<file path="src/rtl/grp_irq_pkg.sv">
package grp_irq_pkg;
    localparam int LINES  = 4;
    localparam int LVL_W  = 3;
    localparam int DATA_W = 8;

    typedef logic [LINES-1:0] line_vec_t;
    typedef logic [LVL_W-1:0] lvl_t;
endpackage

</file>
<file path="src/rtl/grp_irq_bank.sv">
module grp_irq_bank
    import grp_irq_pkg::*;
#(
    parameter int NUM_GROUPS = 31,
    parameter int NUM_NMI    = 2,
    parameter int ADDR_W     = 7
) (
    input  logic                          clk,
    input  logic                          rst_n,
    input  logic [NUM_GROUPS*LINES-1:0]   req_set,
    input  logic                          wr_en,
    input  logic [ADDR_W-1:0]             wr_addr,
    input  logic [DATA_W-1:0]             wr_data,
    output line_vec_t [NUM_GROUPS-1:0]    req_q,
    output line_vec_t [NUM_GROUPS-1:0]    en_q,
    output lvl_t      [NUM_GROUPS-1:0]    lvl_q,
    output logic                          nmi_set
);
    typedef struct packed {
        line_vec_t [NUM_GROUPS-1:0] req;
        line_vec_t [NUM_GROUPS-1:0] en;
        lvl_t      [NUM_GROUPS-1:0] lvl;
    } bank_t;

    bank_t st_d, st_q;

    logic [ADDR_W-3:0] wr_gid;
    logic [1:0]        wr_byte;
    line_vec_t         wr_qual, wr_bits;

    assign wr_gid  = wr_addr[ADDR_W-1:2];
    assign wr_byte = wr_addr[1:0];
    assign wr_qual = wr_data[7:4];
    assign wr_bits = wr_data[3:0];

    always_comb begin
        st_d    = st_q;
        nmi_set = 1'b0;
        for (int g = 0; g < NUM_GROUPS; g++) begin
            if (g < NUM_NMI) begin
                // non-maskable: clear through byte 0, set through byte 3
                if (wr_en && int'(wr_gid) == g && wr_byte == 2'd0)
                    st_d.req[g] = st_d.req[g] & ~wr_bits;
                if (wr_en && int'(wr_gid) == g && wr_byte == 2'd3) begin
                    st_d.req[g] = st_d.req[g] | wr_bits;
                    nmi_set     = nmi_set | (|wr_bits);
                end
                st_d.req[g] = st_d.req[g] | req_set[g*LINES +: LINES];
                nmi_set     = nmi_set | (|req_set[g*LINES +: LINES]);
            end else begin
                if (wr_en && int'(wr_gid) == g && wr_byte == 2'd0)
                    st_d.req[g] = (wr_bits & wr_qual) | (~wr_bits & st_q.req[g]);
                if (wr_en && int'(wr_gid) == g && wr_byte == 2'd1) begin
                    st_d.lvl[g] = wr_data[6:4];
                    st_d.en[g]  = wr_bits;
                end
                // line pulses take precedence over a same-cycle clear
                st_d.req[g] = st_d.req[g] | req_set[g*LINES +: LINES];
            end
        end
    end

    always_ff @(posedge clk or negedge rst_n) begin
        if (!rst_n) begin
            st_q <= '0;
            for (int g = 0; g < NUM_NMI; g++)
                st_q.en[g] <= '1;
        end else begin
            st_q <= st_d;
        end
    end

    assign req_q = st_q.req;
    assign en_q  = st_q.en;
    assign lvl_q = st_q.lvl;
endmodule

</file>
<file path="src/rtl/grp_irq_arb.sv">
module grp_irq_arb
    import grp_irq_pkg::*;
#(
    parameter int NUM_GROUPS = 31,
    parameter int NUM_NMI    = 2,
    parameter int GID_W      = 5
) (
    input  line_vec_t [NUM_GROUPS-1:0] req,
    input  line_vec_t [NUM_GROUPS-1:0] en,
    input  lvl_t      [NUM_GROUPS-1:0] lvl,
    output logic [GID_W-1:0]           win_gid,
    output lvl_t                       win_lvl
);
    // Linear scan from the first maskable group; strict compare keeps the
    // lowest-numbered group on ties and leaves level-7 groups unselected.
    always_comb begin
        win_gid = '0;
        win_lvl = '1;
        for (int g = NUM_NMI; g < NUM_GROUPS; g++) begin
            if ((|(req[g] & en[g])) && (lvl[g] < win_lvl)) begin
                win_gid = GID_W'(g);
                win_lvl = lvl[g];
            end
        end
    end
endmodule

</file>
<file path="src/rtl/grp_irq_rdmux.sv">
module grp_irq_rdmux
    import grp_irq_pkg::*;
#(
    parameter int NUM_GROUPS = 31,
    parameter int NUM_NMI    = 2,
    parameter int ADDR_W     = 7,
    parameter int GID_W      = 5
) (
    input  logic [ADDR_W-1:0]          addr,
    input  line_vec_t [NUM_GROUPS-1:0] req,
    input  line_vec_t [NUM_GROUPS-1:0] en,
    input  lvl_t      [NUM_GROUPS-1:0] lvl,
    input  logic [GID_W-1:0]           acc_gid,
    output logic [DATA_W-1:0]          rdata
);
    localparam int ACC_ADDR = NUM_GROUPS * LINES;

    logic [ADDR_W-3:0] gsel;
    assign gsel = addr[ADDR_W-1:2];

    always_comb begin
        rdata = '0;
        if (int'(addr) == ACC_ADDR) begin
            if (|(req[acc_gid] & en[acc_gid]))
                rdata = DATA_W'({acc_gid, 2'b00});
        end else if (int'(gsel) < NUM_GROUPS) begin
            if (int'(gsel) < NUM_NMI) begin
                if (addr[1:0] == 2'd0)
                    rdata = {4'b0, req[gsel]};
            end else begin
                case (addr[1:0])
                    2'd0:    rdata = {req[gsel], req[gsel] & en[gsel]};
                    2'd1:    rdata = {1'b0, lvl[gsel], en[gsel]};
                    default: rdata = '0;
                endcase
            end
        end
    end
endmodule

</file>
<file path="src/rtl/grp_irq_ctrl.sv">
module grp_irq_ctrl
    import grp_irq_pkg::*;
#(
    parameter int NUM_GROUPS = 31,
    parameter int NUM_NMI    = 2,
    localparam int ADDR_W    = $clog2(NUM_GROUPS*LINES + 1),
    localparam int GID_W     = $clog2(NUM_GROUPS)
) (
    input  logic                        clk,
    input  logic                        rst_n,
    input  logic [NUM_GROUPS*LINES-1:0] req_set,
    input  logic                        reg_wr,
    input  logic [ADDR_W-1:0]           reg_addr,
    input  logic [DATA_W-1:0]           reg_wdata,
    output logic [DATA_W-1:0]           reg_rdata,
    input  logic                        ack_valid,
    input  logic [LVL_W-1:0]            ack_level,
    output logic                        nmi_pulse,
    output logic [LVL_W-1:0]            level_out,
    output logic                        ack_error
);
    typedef struct packed {
        lvl_t             level;
        logic [GID_W-1:0] winner;
        logic [GID_W-1:0] acc;
        logic             ack_err;
        logic             nmi;
    } ctl_t;

    line_vec_t [NUM_GROUPS-1:0] req, en;
    lvl_t      [NUM_GROUPS-1:0] lvl;
    logic                       nmi_set;
    logic [GID_W-1:0]           arb_gid;
    lvl_t                       arb_lvl;
    ctl_t                       ctl_d, ctl_q;

    grp_irq_bank #(
        .NUM_GROUPS(NUM_GROUPS), .NUM_NMI(NUM_NMI), .ADDR_W(ADDR_W)
    ) u_bank (
        .clk(clk), .rst_n(rst_n), .req_set(req_set),
        .wr_en(reg_wr), .wr_addr(reg_addr), .wr_data(reg_wdata),
        .req_q(req), .en_q(en), .lvl_q(lvl), .nmi_set(nmi_set)
    );

    grp_irq_arb #(
        .NUM_GROUPS(NUM_GROUPS), .NUM_NMI(NUM_NMI), .GID_W(GID_W)
    ) u_arb (
        .req(req), .en(en), .lvl(lvl), .win_gid(arb_gid), .win_lvl(arb_lvl)
    );

    grp_irq_rdmux #(
        .NUM_GROUPS(NUM_GROUPS), .NUM_NMI(NUM_NMI), .ADDR_W(ADDR_W), .GID_W(GID_W)
    ) u_rdmux (
        .addr(reg_addr), .req(req), .en(en), .lvl(lvl),
        .acc_gid(ctl_q.acc), .rdata(reg_rdata)
    );

    always_comb begin
        ctl_d         = ctl_q;
        ctl_d.level   = arb_lvl;
        ctl_d.winner  = arb_gid;
        ctl_d.nmi     = nmi_set;
        ctl_d.ack_err = ack_valid && (ack_level != ctl_q.level);
        if (ack_valid)
            ctl_d.acc = ctl_q.winner;
    end

    always_ff @(posedge clk or negedge rst_n) begin
        if (!rst_n) begin
            ctl_q       <= '0;
            ctl_q.level <= '1;
        end else begin
            ctl_q <= ctl_d;
        end
    end

    assign level_out = ctl_q.level;
    assign nmi_pulse = ctl_q.nmi;
    assign ack_error = ctl_q.ack_err;
endmodule

</file>
<file path="config.mk">
export PLATFORM = sky130hd
export DESIGN_NAME = grp_irq_ctrl
export DESIGN_NICKNAME = d
export VERILOG_FILES = /design/src/rtl/grp_irq_pkg.sv /design/src/rtl/grp_irq_bank.sv /design/src/rtl/grp_irq_arb.sv /design/src/rtl/grp_irq_rdmux.sv /design/src/rtl/grp_irq_ctrl.sv
export SDC_FILE = /design/constraint.sdc
export NUM_CORES = 1
export LEC_CHECK = 0
export BUFFER_PORTS_ARGS = -buffer_cell sky130_fd_sc_hd__buf_2
export CORE_MARGIN = 2
export CORE_UTILIZATION = 45
export CTS_CLUSTER_SIZE = 40
export DETAILED_ROUTE_END_ITERATION = 12
export PLACE_DENSITY = 0.69
export SETUP_SLACK_MARGIN = 0.2
export SYNTH_ARGS = -nofsm -noshare
export SYNTH_HDL_FRONTEND = slang
export SYNTH_SLANG_ARGS = --single-unit
</file>
<file path="constraint.sdc">
create_clock -name clk -period 11.1 [get_ports clk]
set_input_delay 2.775 -clock clk [delete_from_list [all_inputs] [get_ports clk]]
set_output_delay 2.775 -clock clk [all_outputs]
set_load 0.005 [all_outputs]
</file>
==> results by group <==
STA
  – Final-report setup violation count: 0
  – Fmax: between 90 and 100 MHz
  – Final setup TNS: 0 ns
  – Setup repair after global routing missed its margin: yes
  – Worst-case setup margin in the final layout: between 0.5 and 0.6 ns
  – Max-slew violation count: 0
  – Final number of hold-violating endpoints: 0
  – Slew at the pin with the worst max-slew slack: 1.09 ns
  – Setup clock skew after layout: 0.00783 ns
  – Worst slew margin relative to its limit: 27.2%
  – Min cycle time layout: 10.59 ns
  – Final clock period utilization by the worst path: roughly 95%

Worst setup path
  – Largest stage delay on the critical path: 0.60 ns
  – Reg-to-reg setup timing slack: a little over 0.5 ns
  – Required time at the endpoint of the critical path: 11.60 ns
  – Reg2reg path depth: 40
  – Crit Path Category: reg -> reg
  – Worst Path Max Fanout: 6
  – Worst r2r src: u_bank.req_q[22]
  – Signal arrival time at the worst endpoint: 11.09 ns
  – Master of the slowest instance on the critical path: sky130_fd_sc_hd__or4_4
  – FF-to-FF End: ctl_q[10]
  – Element type at the critical path start: flip-flop
  – Timing startpoint of the critical path: u_bank.req_q[22]
  – Endpoint kind of the worst setup timing path: flip-flop

Clocking
  – Master cell of the clock root buffer: sky130_fd_sc_hd__clkbuf_16
  – Number of buffers created by CTS: 40
  – Clock transition at the registers of the reported paths: 0.06 ns
  – CTS H-tree depth: 2
  – CTS tree: built
  – Total clock sinks: 342
  – Clock Path Buffers: 3
  – Clock network latency to the later pin of the worst-skew pair: 0.57 ns
  – CTS hold repair buffers: 0

Yosys
  – Post-synthesis sequential area ratio: 38.9%
  – Post-synth net total: approximately 2.2k
  – Cell taking the most area after synthesis: sky130_fd_sc_hd__dfrtp_1
  – Mean area per synthesized cell: 10.7 µm²
  – Post-synthesis cell area: 22,000 µm²
  – Number of cells produced by synthesis: 2,061
  – Flops & latches, synth: 342
  – Asr flop ratio synth: 100%
  – Area fraction of the dominant cell type after synthesis: 38.6%
  – EDFF count, synth: 0
  – Commonest register cell after synthesis: sky130_fd_sc_hd__dfrtp_1
  – Number of library cell types mapped by synthesis: 99
  – Warnings, synthesis: 0
  – Top cells by area in the synthesized netlist: sky130_fd_sc_hd__dfrtp_1 (39%), sky130_fd_sc_hd__mux2_2 (10%), sky130_fd_sc_hd__mux4_2 (9.5%), sky130_fd_sc_hd__a311o_1 (5.4%), sky130_fd_sc_hd__a21boi_0 (4.1%)

Final layout
  – Final core area utilization: a little over half
  – Fraction of final layout cells with drive strength greater than 1: 33.4%
  – Final instance count without filler cells: approximately 2.8k
  – Commonest non-fill, non-tap cell in the layout: sky130_fd_sc_hd__dfrtp_1
  – Highest-count cells in the layout ignoring fill and taps: sky130_fd_sc_hd__dfrtp_1 (333), sky130_fd_sc_hd__mux2_2 (203), sky130_fd_sc_hd__nor2_1 (160)
  – # nets final: between 2k and 2.5k
  – Antenna fix cells: 0
  – Fill count: 4,253
  – Final instance area: around 26,000 µm²
  – Area Growth Syn to Fin: 16.3%

GRT
  – Peak-usage layer in the global routing report: met2
  – Met3 Resource Use GR: between 5 and 6%
  – Largest net degree at the start of global routing: 179
  – GR met2 Demand/Resource: 45.5%
  – Total GRT Usage: 29.6%
  – Number of global-route vias before repair: ~19k
  – Global-route wire length before repair: 115,000 µm
  – Met1 routing resource usage after global routing: 41.6%
  – Antenna violations before repair: 3
  – Gr ovfl total: 0

Power
  – Total power density per cell area: 164 nW/µm²
  – Worst voltage drop across the vdd grid: 0.100 mV
  – Reported leakage power: 10.1 nW

Worst hold path
  – Min-Delay Path Class: reg -> reg
  – Number of cells on the worst hold path: 1
  – Hold EP: ctl_q[6]
  – Worst min-delay path startpoint: ctl_q[11]

Floorplanning
  – Height of the die: about 230 µm
  – Io pins: 159
  – Die Outline Area: 50,700 µm²
  – Core Area: 48,600 µm²
  – Initial cell density of the core: 45.2%
  – Horiz. Die Dim: 225 µm
  – Core Rows: 81

Placement
  – Number of input and output port buffers inserted: 158
  – Setup slack at placement: -0.204 ns
  – Hpwl dp: roughly 54,000 µm
  – Placed insts: between 2k and 3k
  – Final Wtd Congestion: 0.965
  – Placed instance area: 23,300 µm²

Drt
  – Number of design rule violations left after detail routing: 0
  – Routed wirelength normalized by instance count: 26.9 µm
  – 1st-pass router iterations: 6
  – Detailed router's first-iteration violation count: 2,066
  – DR vias/cell: between 6 and 7
  – Remaining antenna violation count: 0
  – Detailed-route wire length: 76,600 µm
  – Routed vias: 19.7k

Outcome
  – Outcome: complete, no violations

Run
  – Number of max-capacitance violations reported: 0
==> layer usage <==
| metal | routed length, µm | share of wire (%) |
|---|---|---|
| met1 | 31700 | 41 |
| met2 | 34600 | 45 |
| met3 | 7290 | 9.5 |
| met4 | 2930 | 3.8 |
| met5 | 25 | 0.033 |
==> per-stage QoR <==
| stage | power [W] | hold slack, ns |
|---|---|---|
| floorplan | 0.00227 | 0.430 |
| global placement | 0.00263 | 0.476 |
| detailed placement | 0.00265 | 0.483 |
| CTS | 0.00405 | 0.492 |
| global route | 0.00437 | 0.507 |
| finish | 0.00420 | 0.486 |
==> worst max path at each step <==
stage	to	slack, ns	cells past startpoint
2_1_floorplan	ctl_q[10]	1.01	41
3_3_place_gp	ctl_q[11]	0.15	41
3_5_place_dp	ctl_q[10]	-0.20	41
4_1_cts	ctl_q[10]	0.21	41
5_1_grt	ctl_q[10]	0.1	42
6_report	ctl_q[10]	0.51	40
==> cell usage after synthesis (18+ instances only) <==
cell type	instances
sky130_fd_sc_hd__dfrtp_1	339
sky130_fd_sc_hd__mux2_2	204
sky130_fd_sc_hd__nor2_1	163
sky130_fd_sc_hd__nand2_1	124
sky130_fd_sc_hd__a21boi_0	120
sky130_fd_sc_hd__a311o_1	119
sky130_fd_sc_hd__clkbuf_1	114
sky130_fd_sc_hd__mux4_2	93
sky130_fd_sc_hd__a21oi_1	82
sky130_fd_sc_hd__o21ai_0	72
sky130_fd_sc_hd__inv_1	45
sky130_fd_sc_hd__nand3_1	37
sky130_fd_sc_hd__a22oi_1	33
sky130_fd_sc_hd__nor3_1	32
sky130_fd_sc_hd__mux2i_1	31
sky130_fd_sc_hd__maj3_1	27
sky130_fd_sc_hd__a21o_1	25
sky130_fd_sc_hd__nand2b_1	25
sky130_fd_sc_hd__a22o_1	24
sky130_fd_sc_hd__or2_2	19
sky130_fd_sc_hd__or3_1	19
sky130_fd_sc_hd__o22ai_1	18
==> sequential cells by signal, summed over array words and instances (netlist names) <==
register and flops:
u_bank.req_q 124, u_bank.en_q 116, u_bank.lvl_q 87, ctl_q 10
level_out 3, ack_error 1, nmi_pulse 1
==> report_power, final <==
part | total (W) | switching, W | internal [W]
clock network | 0.00137 | 0.000562 | 0.000810
logic | 0.00137 | 0.000772 | 0.000598
registers | 0.00146 | 0.000128 | 0.00133
==> worst max-delay path: cells and delay by family, from the launching register on <==
kind,cells,cell delay (ns)
AO/OA/AOI/OAI,24,5.85
AND/OR/NAND/NOR,10,2.84
multiplexers,4,0.90
adder cells (fa/ha/maj),2,0.50
flip-flops,1,0.41
==> cell families (layout without fill, tap and decap cells) <==
| kind of cell | Yosys count | in the layout | share of synthesized area (%) |
|---|---|---|---|
| simple gates | 496 | 496 | 10.8 |
| mux | 329 | 329 | 21.4 |
| compound gates | 680 | 681 | 24.2 |
| xor+xnor | 3 | 3 | 0.119 |
| flops | 342 | 342 | 38.9 |
| fa+ha+maj | 31 | 31 | 1.46 |
| buf+inv | 180 | 342 | 3.15 |
==> repair_timing <==
item,in CTS,in global routing
gates resized for setup,26,101
endpoints found under the setup margin,8,8
buffers inserted,3,31
cloned,1,0
hold endpoints to repair,0,0
pin swaps,7,48
==> final cells by class <==
class	instances	area, µm²	share of cell area (%)
inverters	45	169	0.660
clock buffers	54	1120	4.40
repair buffers	225	1330	5.19
flip-flops and latches	342	8570	33.5
multi-input cells	1540	13400	52.4
well taps	622	778	3.04
clock inverters	18	216	0.846
Power figures use the tool's default switching activity.
